--- config.mk ---
export PLATFORM = sky130hd
export DESIGN_NAME = fifo_stat_cal
export DESIGN_NICKNAME = d
export VERILOG_FILES = /design/src/rtl/fsc_pkg.sv /design/src/rtl/fsc_ctrl.sv /design/src/rtl/fsc_slot_table.sv /design/src/rtl/fsc_dip2.sv /design/src/rtl/fifo_stat_cal.sv
export SDC_FILE = /design/constraint.sdc
export NUM_CORES = 1
export LEC_CHECK = 0
export BUFFER_PORTS_ARGS = -buffer_cell sky130_fd_sc_hd__buf_2
export CORE_ASPECT_RATIO = 0.8
export CORE_MARGIN = 4
export CORE_UTILIZATION = 62
export DETAILED_ROUTE_END_ITERATION = 7
export GPL_TIMING_DRIVEN = 0
export PLACE_DENSITY = 0.85
export SYNTH_ARGS = -nofsm -noshare
export SYNTH_HDL_FRONTEND = slang
export SYNTH_SLANG_ARGS = --single-unit
--- constraint.sdc ---
create_clock -name clk -period 5.35 [get_ports clk]
set_input_delay 1.07 -clock clk [delete_from_list [all_inputs] [get_ports clk]]
set_output_delay 1.07 -clock clk [all_outputs]
set_load 0.03 [all_outputs]
--- src/rtl/fsc_pkg.sv ---
package fsc_pkg;

    typedef enum logic [2:0] {
        ST_OFF,
        ST_FRAME,
        ST_SETW,
        ST_SLOT,
        ST_CHECK
    } fsc_state_e;

    localparam logic [1:0] IDLE_WORD = 2'b11;

    // one diagonal parity step: rotate the running code, fold in a word
    function automatic logic [1:0] dip2_step(logic [1:0] acc, logic [1:0] w);
        return {acc[0], acc[1]} ^ w;
    endfunction

endpackage

--- src/rtl/fsc_ctrl.sv ---
module fsc_ctrl
    import fsc_pkg::*;
#(
    parameter int LEN_W = 4,
    parameter int M_W   = 3
) (
    input  logic             clk,
    input  logic             rst,
    input  logic             halt,
    input  logic             sw_en,
    input  logic             cal_sel,
    input  logic [LEN_W-1:0] len_main,
    input  logic [M_W-1:0]   m_main,
    input  logic [LEN_W-1:0] len_shd,
    input  logic [M_W-1:0]   m_shd,
    output fsc_state_e       state,
    output logic [LEN_W-1:0] slot_idx,
    output logic             set_q
);

    logic [LEN_W-1:0] len_q;
    logic [M_W-1:0]   rep_q;
    logic             use_shd;
    logic             last_slot;

    assign use_shd   = sw_en & cal_sel;
    assign last_slot = (slot_idx == len_q - LEN_W'(1));

    always_ff @(posedge clk) begin
        if (rst) begin
            state    <= ST_OFF;
            slot_idx <= '0;
            len_q    <= '0;
            rep_q    <= '0;
            set_q    <= 1'b0;
        end else if (halt) begin
            state <= ST_OFF;
        end else begin
            case (state)
                ST_OFF:   state <= ST_FRAME;
                ST_FRAME: begin
                    slot_idx <= '0;
                    set_q    <= use_shd;
                    len_q    <= use_shd ? len_shd : len_main;
                    rep_q    <= (use_shd ? m_shd : m_main) - M_W'(1);
                    state    <= sw_en ? ST_SETW : ST_SLOT;
                end
                ST_SETW:  state <= ST_SLOT;
                ST_SLOT: begin
                    if (last_slot) begin
                        slot_idx <= '0;
                        if (rep_q == '0) state <= ST_CHECK;
                        else             rep_q <= rep_q - M_W'(1);
                    end else begin
                        slot_idx <= slot_idx + LEN_W'(1);
                    end
                end
                ST_CHECK: state <= ST_FRAME;
                default:  state <= ST_OFF;
            endcase
        end
    end

    // framing word lasts one cycle
    p_frame_single_r3: assert property (@(posedge clk) disable iff (rst)
        (state == ST_FRAME && !halt) |=> (state != ST_FRAME));

    // check word is followed by a framing word
    p_check_then_frame_r9: assert property (@(posedge clk) disable iff (rst)
        (state == ST_CHECK && !halt) |=> (state == ST_FRAME));

    // slot index stays inside the captured calendar
    p_slot_in_range_r5: assert property (@(posedge clk) disable iff (rst)
        (state == ST_SLOT) |-> (slot_idx < len_q));

endmodule

--- src/rtl/fsc_slot_table.sv ---
module fsc_slot_table #(
    parameter int NPORT  = 4,
    parameter int LEN_W  = 4,
    parameter int PORT_W = $clog2(NPORT)
) (
    input  logic               clk,
    input  logic               rst,
    input  logic               we,
    input  logic [LEN_W-1:0]   waddr,
    input  logic [PORT_W-1:0]  wport,
    input  logic [LEN_W-1:0]   raddr,
    input  logic [2*NPORT-1:0] port_stat,
    output logic [1:0]         slot_stat
);

    localparam int SLOTS = 1 << LEN_W;

    logic [PORT_W-1:0] map_q [SLOTS];
    logic [PORT_W-1:0] sel_port;

    for (genvar i = 0; i < SLOTS; i++) begin : g_slot
        always_ff @(posedge clk) begin
            if (rst)
                map_q[i] <= PORT_W'(i % NPORT);
            else if (we && waddr == LEN_W'(i))
                map_q[i] <= wport;
        end
    end

    assign sel_port  = map_q[raddr];
    assign slot_stat = port_stat[{sel_port, 1'b0} +: 2];

    // a written slot holds the written port afterwards
    p_table_write_r6: assert property (@(posedge clk) disable iff (rst)
        we |=> (map_q[$past(waddr)] == $past(wport)));

endmodule

--- src/rtl/fsc_dip2.sv ---
module fsc_dip2
    import fsc_pkg::*;
(
    input  logic       clk,
    input  logic       rst,
    input  logic       clr,
    input  logic       en,
    input  logic [1:0] word,
    output logic [1:0] acc
);

    always_ff @(posedge clk) begin
        if (rst || clr) acc <= 2'b00;
        else if (en)    acc <= dip2_step(acc, word);
    end

    // the framing word starts a fresh parity
    p_clear_on_frame_r7: assert property (@(posedge clk) disable iff (rst)
        clr |=> (acc == 2'b00));

endmodule

--- src/rtl/fifo_stat_cal.sv ---
module fifo_stat_cal
    import fsc_pkg::*;
#(
    parameter int NPORT  = 4,
    parameter int LEN_W  = 4,
    parameter int M_W    = 3,
    parameter int PORT_W = $clog2(NPORT)
) (
    input  logic               clk,
    input  logic               rst,
    input  logic               stat_dis,
    input  logic               rx_aligned,
    input  logic               sw_en,
    input  logic               cal_sel,
    input  logic [LEN_W-1:0]   len_main,
    input  logic [M_W-1:0]     m_main,
    input  logic [LEN_W-1:0]   len_shd,
    input  logic [M_W-1:0]     m_shd,
    input  logic               tbl_we,
    input  logic [LEN_W-1:0]   tbl_addr,
    input  logic [PORT_W-1:0]  tbl_port,
    input  logic [2*NPORT-1:0] port_stat,
    output logic [1:0]         stat_o
);

    fsc_state_e       state;
    logic [LEN_W-1:0] slot_idx;
    logic             set_q;
    logic [1:0]       slot_stat;
    logic [1:0]       acc;
    logic             halt;

    assign halt = stat_dis | ~rx_aligned;

    fsc_ctrl #(.LEN_W(LEN_W), .M_W(M_W)) u_ctrl (
        .clk      (clk),
        .rst      (rst),
        .halt     (halt),
        .sw_en    (sw_en),
        .cal_sel  (cal_sel),
        .len_main (len_main),
        .m_main   (m_main),
        .len_shd  (len_shd),
        .m_shd    (m_shd),
        .state    (state),
        .slot_idx (slot_idx),
        .set_q    (set_q)
    );

    fsc_slot_table #(.NPORT(NPORT), .LEN_W(LEN_W), .PORT_W(PORT_W)) u_table (
        .clk       (clk),
        .rst       (rst),
        .we        (tbl_we),
        .waddr     (tbl_addr),
        .wport     (tbl_port),
        .raddr     (slot_idx),
        .port_stat (port_stat),
        .slot_stat (slot_stat)
    );

    fsc_dip2 u_dip (
        .clk  (clk),
        .rst  (rst),
        .clr  (state == ST_FRAME),
        .en   (state == ST_SETW || state == ST_SLOT),
        .word (stat_o),
        .acc  (acc)
    );

    always_comb begin
        case (state)
            ST_SETW:  stat_o = {1'b0, set_q};
            ST_SLOT:  stat_o = slot_stat;
            ST_CHECK: stat_o = acc ^ IDLE_WORD;
            default:  stat_o = IDLE_WORD;
        endcase
    end

    // a halt shows as idle pattern on the next cycle
    p_halt_idle_r2: assert property (@(posedge clk) disable iff (rst)
        halt |=> (stat_o == IDLE_WORD));

endmodule

==> flow_summary.yaml, run 1 <==
flow_run:
  drv_cap: 0
layout:
  drive_above_1_share_pct: 14.9
  layout_common_cells: "nor2_1, nand2_1, edfxtp_1, buf_2, dfxtp_1"
  syn_to_final_growth_pct: 11.4
  fillCellCount: 296
  n_antenna_cell: 0
  fin_nets: 345
  stdcell_count: 365
  final_common_cell: "nor2_1"
timing:
  layout_setup_ws_ns: 1.58
  rsz0062_at_grt: "false"
  skew_ns: 0.00402
  worstMarginPinSlew_ns: 0.482
  final.period_utilization_pct: 70.4
  finalSetupViolCount: 0
  fin_crit_ns: 3.77
  relSlewSlack_pct: 67.8
  fmax_mhz: 265
  finalSetupTns_ns: 0
  drv_slew: 0
  hold_viol: 0
die:
  start_util_pct: 65.1
  ios: 37
  die_area_sq_um: 5580
  die_x_um: 82.5
  core_area_sq_um: 4230
  fp-row-count: 21
  die_y_um: 67.6
pwr:
  vdd.ir_drop.worst_mv: 0.180
  p_sw_mw: 0.177
  switching_share_pct: 23.1
  p_per_area_nw_per_um2: 250
  p_leak_nw: 1.09
  pwr-share-comb_pct: 9.9
  intPower_mw: 0.591
  p_seq_share_pct: 59.4
  power_frac_clock_pct: 30.6
  power_mw: 0.768
placed_design:
  placed_cells: 357
  io_buffer_count: 30
  place_ws_ns: 1.91
  hpwl_um: 4750
  place.gp.congestion: 0.873
synthesis:
  synth_warnings: 0
  async_flop_share_pct: 0
  synth_area_sq_um: 2760
  ys_seq_area_share_pct: 50.1
  syn_nets: 308
  syn_inst: 270
  ys_types: 38
  synth_edf_count: 32
  yosys_most_used_dff: "edfxtp_1"
  avgSynthCellArea_sq_um: 10.2
  synth-seq-cells: 53
cts:
  cts-resized-gates: 0
  cts_max_level: 2
  clk_latency_ns: 0.31
  max-clock-path-buffers: 2
  cts-root-buf: "clkbuf_8"
  cts.sinks: 53
  cts_tree: "done"
  clk_pin_slew_ns: 0.09
  holdBufCountCts: 0
  cts_setup_buffers: 0
  cts-buffers-inserted: 5
global_route:
  grt_util_all_layers_pct: 24.2
  grt_max_degree: 16
  grt_pass1_vias: 2039
  antenna_found_initial: 0
  grt_pass1_wl_um: 9760
  gr-total-overflow: 0
setup_path:
  cp.required_ns: 4.28
  crit_chain: "buf_6 > mux4_1 > mux2i_1 > o22ai_1 > mux2_2 > a22o_1 > a21o_1 > buf_2"
  end_kind: "output port"
  cp_slowest_stage_delay_ns: 0.61
  crit_path_start_kind: "flop"
  cpMaxStageDelayCell: "mux4_1"
  critPathKind: "flop to output port"
  critPathMaxFanout: 9
  cp.arrival_ns: 2.70
status:
  status: "finished, final reports clean"
drt:
  dr.pass1.iters: 4
  totalWireLength_um: 6070
  drt-vias-per-instance: 5.94
  drt_iter0_markers: 235
  routedWlPerCell_um: 16.6
  drc: 0
  ant_nets: 0
  vias: 2168
hold_path:
  hp-class: "flop to flop"
worst paths after layout:
check               startpoint            to  slack (ns)  depth (start not counted)
setup / recovery          flop     stat_o[1]        1.58                          8
hold / removal    u_dip.acc[1]  u_dip.acc[1]        0.50                          2
setup reg to reg          flop  u_dip.acc[1]        2.96                          8
hold reg to reg   u_dip.acc[1]  u_dip.acc[1]        0.50                          2
power by group through the flow:
stage          Clock (mW)  Combinational (mW)  Sequential [mW]
2_1_floorplan           0              0.0509            0.461
3_3_place_gp            0              0.0726            0.464
4_1_cts             0.237              0.0762            0.457
5_1_grt             0.253              0.0850            0.458
3_5_place_dp            0              0.0759            0.466
6_report            0.235              0.0764            0.457
worst max-delay path, delay by kind of cell (launching register included):
family / cells / cell delay, ns
multiplexers: 3 / 1.12
AO/OA/AOI/OAI: 3 / 0.61
flip-flops: 1 / 0.34
buffers and inverters: 2 / 0.33
synth_stat cells, types with 2 or more instances:
cell,instances,area share (%)
xor2_1,3,0.95
o31ai_1,5,1.4
a311oi_1,4,1.3
nor2_1,43,5.9
nor2b_1,2,0.45
nand3b_1,4,1.1
o22ai_1,2,0.45
mux2i_1,9,3.3
edfxtp_1,32,35
nand2b_1,8,1.8
nor4_1,2,0.45
nand3_1,13,2.4
xnor2_1,8,2.5
nor3_1,5,0.91
a21o_1,2,0.54
dfxtp_1,21,15
clkbuf_1,12,1.6
a21oi_1,7,1.3
mux2_2,4,1.6
or3_1,2,0.45
inv_1,4,0.54
ha_1,3,1.4
o21ai_0,15,2.7
mux4_1,7,6.7
nand2_1,38,5.2
and2_1,3,0.68
sequential cells by signal, summed over array words and instances, names as in the netlist, named ones only:
signal / flops
u_table.map_q: 32
u_ctrl.state: 3
u_ctrl.rep_q: 3
u_ctrl.len_q: 4
u_dip.acc: 2
u_ctrl.slot_idx: 4
u_ctrl.set_q: 1
area by class of cell:
class	instances	area, sq um	area share (%)
buffer	13	56.3	1.83
inverter	4	15.0	0.489
clock buffer	8	93.8	3.06
timing repair buffer	30	150	4.89
sequential	53	1380	45.0
tap	57	71.3	2.32
multi-input combinational	200	1300	42.4
metrics by stage:
step / hold WS [ns] / utilization (%) / instance area [sq um]
3_5_place_dp: 0.482 / 70.4 / 2980
5_1_grt: 0.515 / 72.6 / 3070
3_3_place_gp: 0.479 / 70.4 / 2980
6_report: 0.500 / 72.6 / 3070
2_1_floorplan: 0.451 / - / 2760
4_1_cts: 0.497 / 72.6 / 3070
metal layers:
layer	vias to the layer above	track usage (%)	share of wire [%]
li1	1056	-	-
met1	1013	35.6	47
met2	90	35.4	43
met3	9	5.47	8.7
met4	0	7.96	1.3
met5	-	0	0
kinds of logic after synthesis:
| kind of cell | count (synthesis) | synth area share, % |
|---|---|---|
| and+or+nand+nor | 125 | 20.8 |
| DFF | 53 | 50.1 |
| AOI/OAI and AO/OA | 40 | 9.26 |
| muxes | 21 | 12.4 |
| buffers and inverters | 17 | 2.59 |
| xor gates and xnor gates | 11 | 3.50 |
| adders and majority gates | 3 | 1.36 |
(Power assumes the default switching activity.)
==> run 2, diff against run 1 <==
Settings changed: CORE_UTILIZATION 62 to 57, PLACE_DENSITY 0.85 to 0.79.
Clock period 5.35 ns to 3.6 ns, I/O delays scaled along.
==> flow_summary.yaml, run 2 (synthesis results as in run 1) <==
status:
  status: "finished, final reports clean"
setup_path:
  cp_slowest_stage_delay_ns: 0.62
  end_kind: "output port"
  critPathMaxFanout: 9
  cp.required_ns: 2.88
  r2r_start: "u_ctrl.state[2]"
  cpMaxStageDelayCell: "mux4_1"
  critPathKind: "flop to output port"
  cp.arrival_ns: 2.66
  crit_chain: "buf_6 > mux4_1 > mux2i_1 > o22ai_1 > mux2_2 > a22o_1 > a21o_1 > buf_2"
  crit_path_start_kind: "flop"
layout:
  fillCellCount: 385
  layout_common_cells: "nor2_1, nand2_1, edfxtp_1, buf_2, dfxtp_1"
  final_common_cell: "nor2_1"
  n_antenna_cell: 0
  top_regs: "u_table.map_q: 32 flops, u_ctrl.len_q: 4 flops, u_ctrl.slot_idx: 4 flops"
  drive_above_1_share_pct: 14.9
  fin_util_pct: 66.3
  fin_nets: 345
  max_flop_register: "u_table.map_q"
  post-route-cell-area_sq_um: 3060
  syn_to_final_growth_pct: 11.2
  stdcell_count: 368
  largest_reg_flops: 32
global_route:
  busiest_layer: "met2"
  grt_util_all_layers_pct: 20.8
  grtUsageMet3_pct: 4.48
  grt_max_degree: 16
  gr-total-overflow: 0
  grt_pass1_wl_um: 9690
  grt_pass1_vias: 2034
  met1_usage_pct: 30.6
  grt_use_met2_pct: 30.9
  antenna_found_initial: 0
timing:
  drv_slew: 0
  relSlewSlack_pct: 67.1
  finalSetupTns_ns: 0
  final.period_utilization_pct: 94.0
  skew_ns: 0.00327
  rsz0062_at_grt: "false"
  fmax_mhz: 296
  fin_crit_ns: 3.38
  hold_viol: 0
  worstMarginPinSlew_ns: 0.490
  finalSetupViolCount: 0
die:
  die_area_sq_um: 6020
  die_y_um: 70.2
  die_x_um: 85.7
  core_area_sq_um: 4620
  start_util_pct: 59.6
  ios: 37
  fp-row-count: 22
cts:
  cts_tree: "done"
  max-clock-path-buffers: 2
  cts-buffers-inserted: 5
  cts_setup_buffers: 0
  holdBufCountCts: 0
  cts.sinks: 53
  clk_pin_slew_ns: 0.09
  cts-resized-gates: 0
  clk_latency_ns: 0.30
  cts-root-buf: "clkbuf_8"
  cts_max_level: 2
drt:
  vias: 2121
  drt-vias-per-instance: 5.76
  drt_iter0_markers: 168
  routedWlPerCell_um: 16.1
  dr.pass1.iters: 4
  drc: 0
  ant_nets: 0
  totalWireLength_um: 5910
placed_design:
  place.gp.congestion: 0.859
  place_area_sq_um: 2980
  placed_cells: 360
  hpwl_um: 4670
  io_buffer_count: 30
hold_path:
  hp-class: "flop to flop"
  hp-start: "u_dip.acc[1]"
pwr:
  p_per_area_nw_per_um2: 365
  power_mw: 1.12
  p_leak_nw: 1.08
  vdd.ir_drop.worst_mv: 0.277
flow_run:
  drv_cap: 0
## run 2: cell count changes in the layout (fill, tap and decap cells not counted)
cell | previous run | this run
clkbuf_2 | 0 | 1
clkbuf_8 | 6 | 5
inv_4 | 0 | 1
clkbuf_4 | 1 | 0
## run 2: critical path, delay by kind of cell, from the launching register on
kind	cells	cell delay [ns]
muxes	3	1.10
AOI/OAI and AO/OA	3	0.60
buffers and inverters	2	0.32
DFF	1	0.34
## run 2: worst paths after layout
kind / cells past startpoint / slack, ns / end
max: 8 / 0.22 / stat_o[1]
min: 2 / 0.50 / u_dip.acc[1]
max reg2reg: 10 / 1.24 / u_ctrl.rep_q[2]
min reg2reg: 2 / 0.50 / u_dip.acc[1]
## run 2: report_power, final
| part | switching (mW) | leakage [nW] | total, mW | internal [mW] |
|---|---|---|---|---|
| Combinational | 0.0658 | 0.556 | 0.113 | 0.0473 |
| Sequential | 0.0105 | 0.483 | 0.677 | 0.666 |
| Clock | 0.188 | 0.0457 | 0.329 | 0.141 |
| Total | 0.264 | 1.08 | 1.12 | 0.855 |
## run 2: layout make-up
cell class | count | area [sq um] | share of cell area [%]
plain buffers | 13 | 56.3 | 1.84
repair buffers | 30 | 150 | 4.90
well taps | 60 | 75.1 | 2.45
inverters | 4 | 15.0 | 0.490
multi-input cells | 200 | 1300 | 42.5
clock buffers | 7 | 77.6 | 2.53
flip-flops and latches | 53 | 1380 | 45.1
clock inverters | 1 | 6.26 | 0.204
## run 2: routing by layer
layer  vias up  share of wire, %
li1       1045                 -
met1       979                46
met2        87                43
met3        10               9.1
met4         0               1.3
met5         -                 0
## run 2: through the flow
step	setup slack, ns	hold WS, ns
finish	0.216	0.496
global route	0.0892	0.525
detailed placement	0.535	0.487
CTS	0.193	0.502
global placement	0.565	0.480
floorplan	0.691	0.451
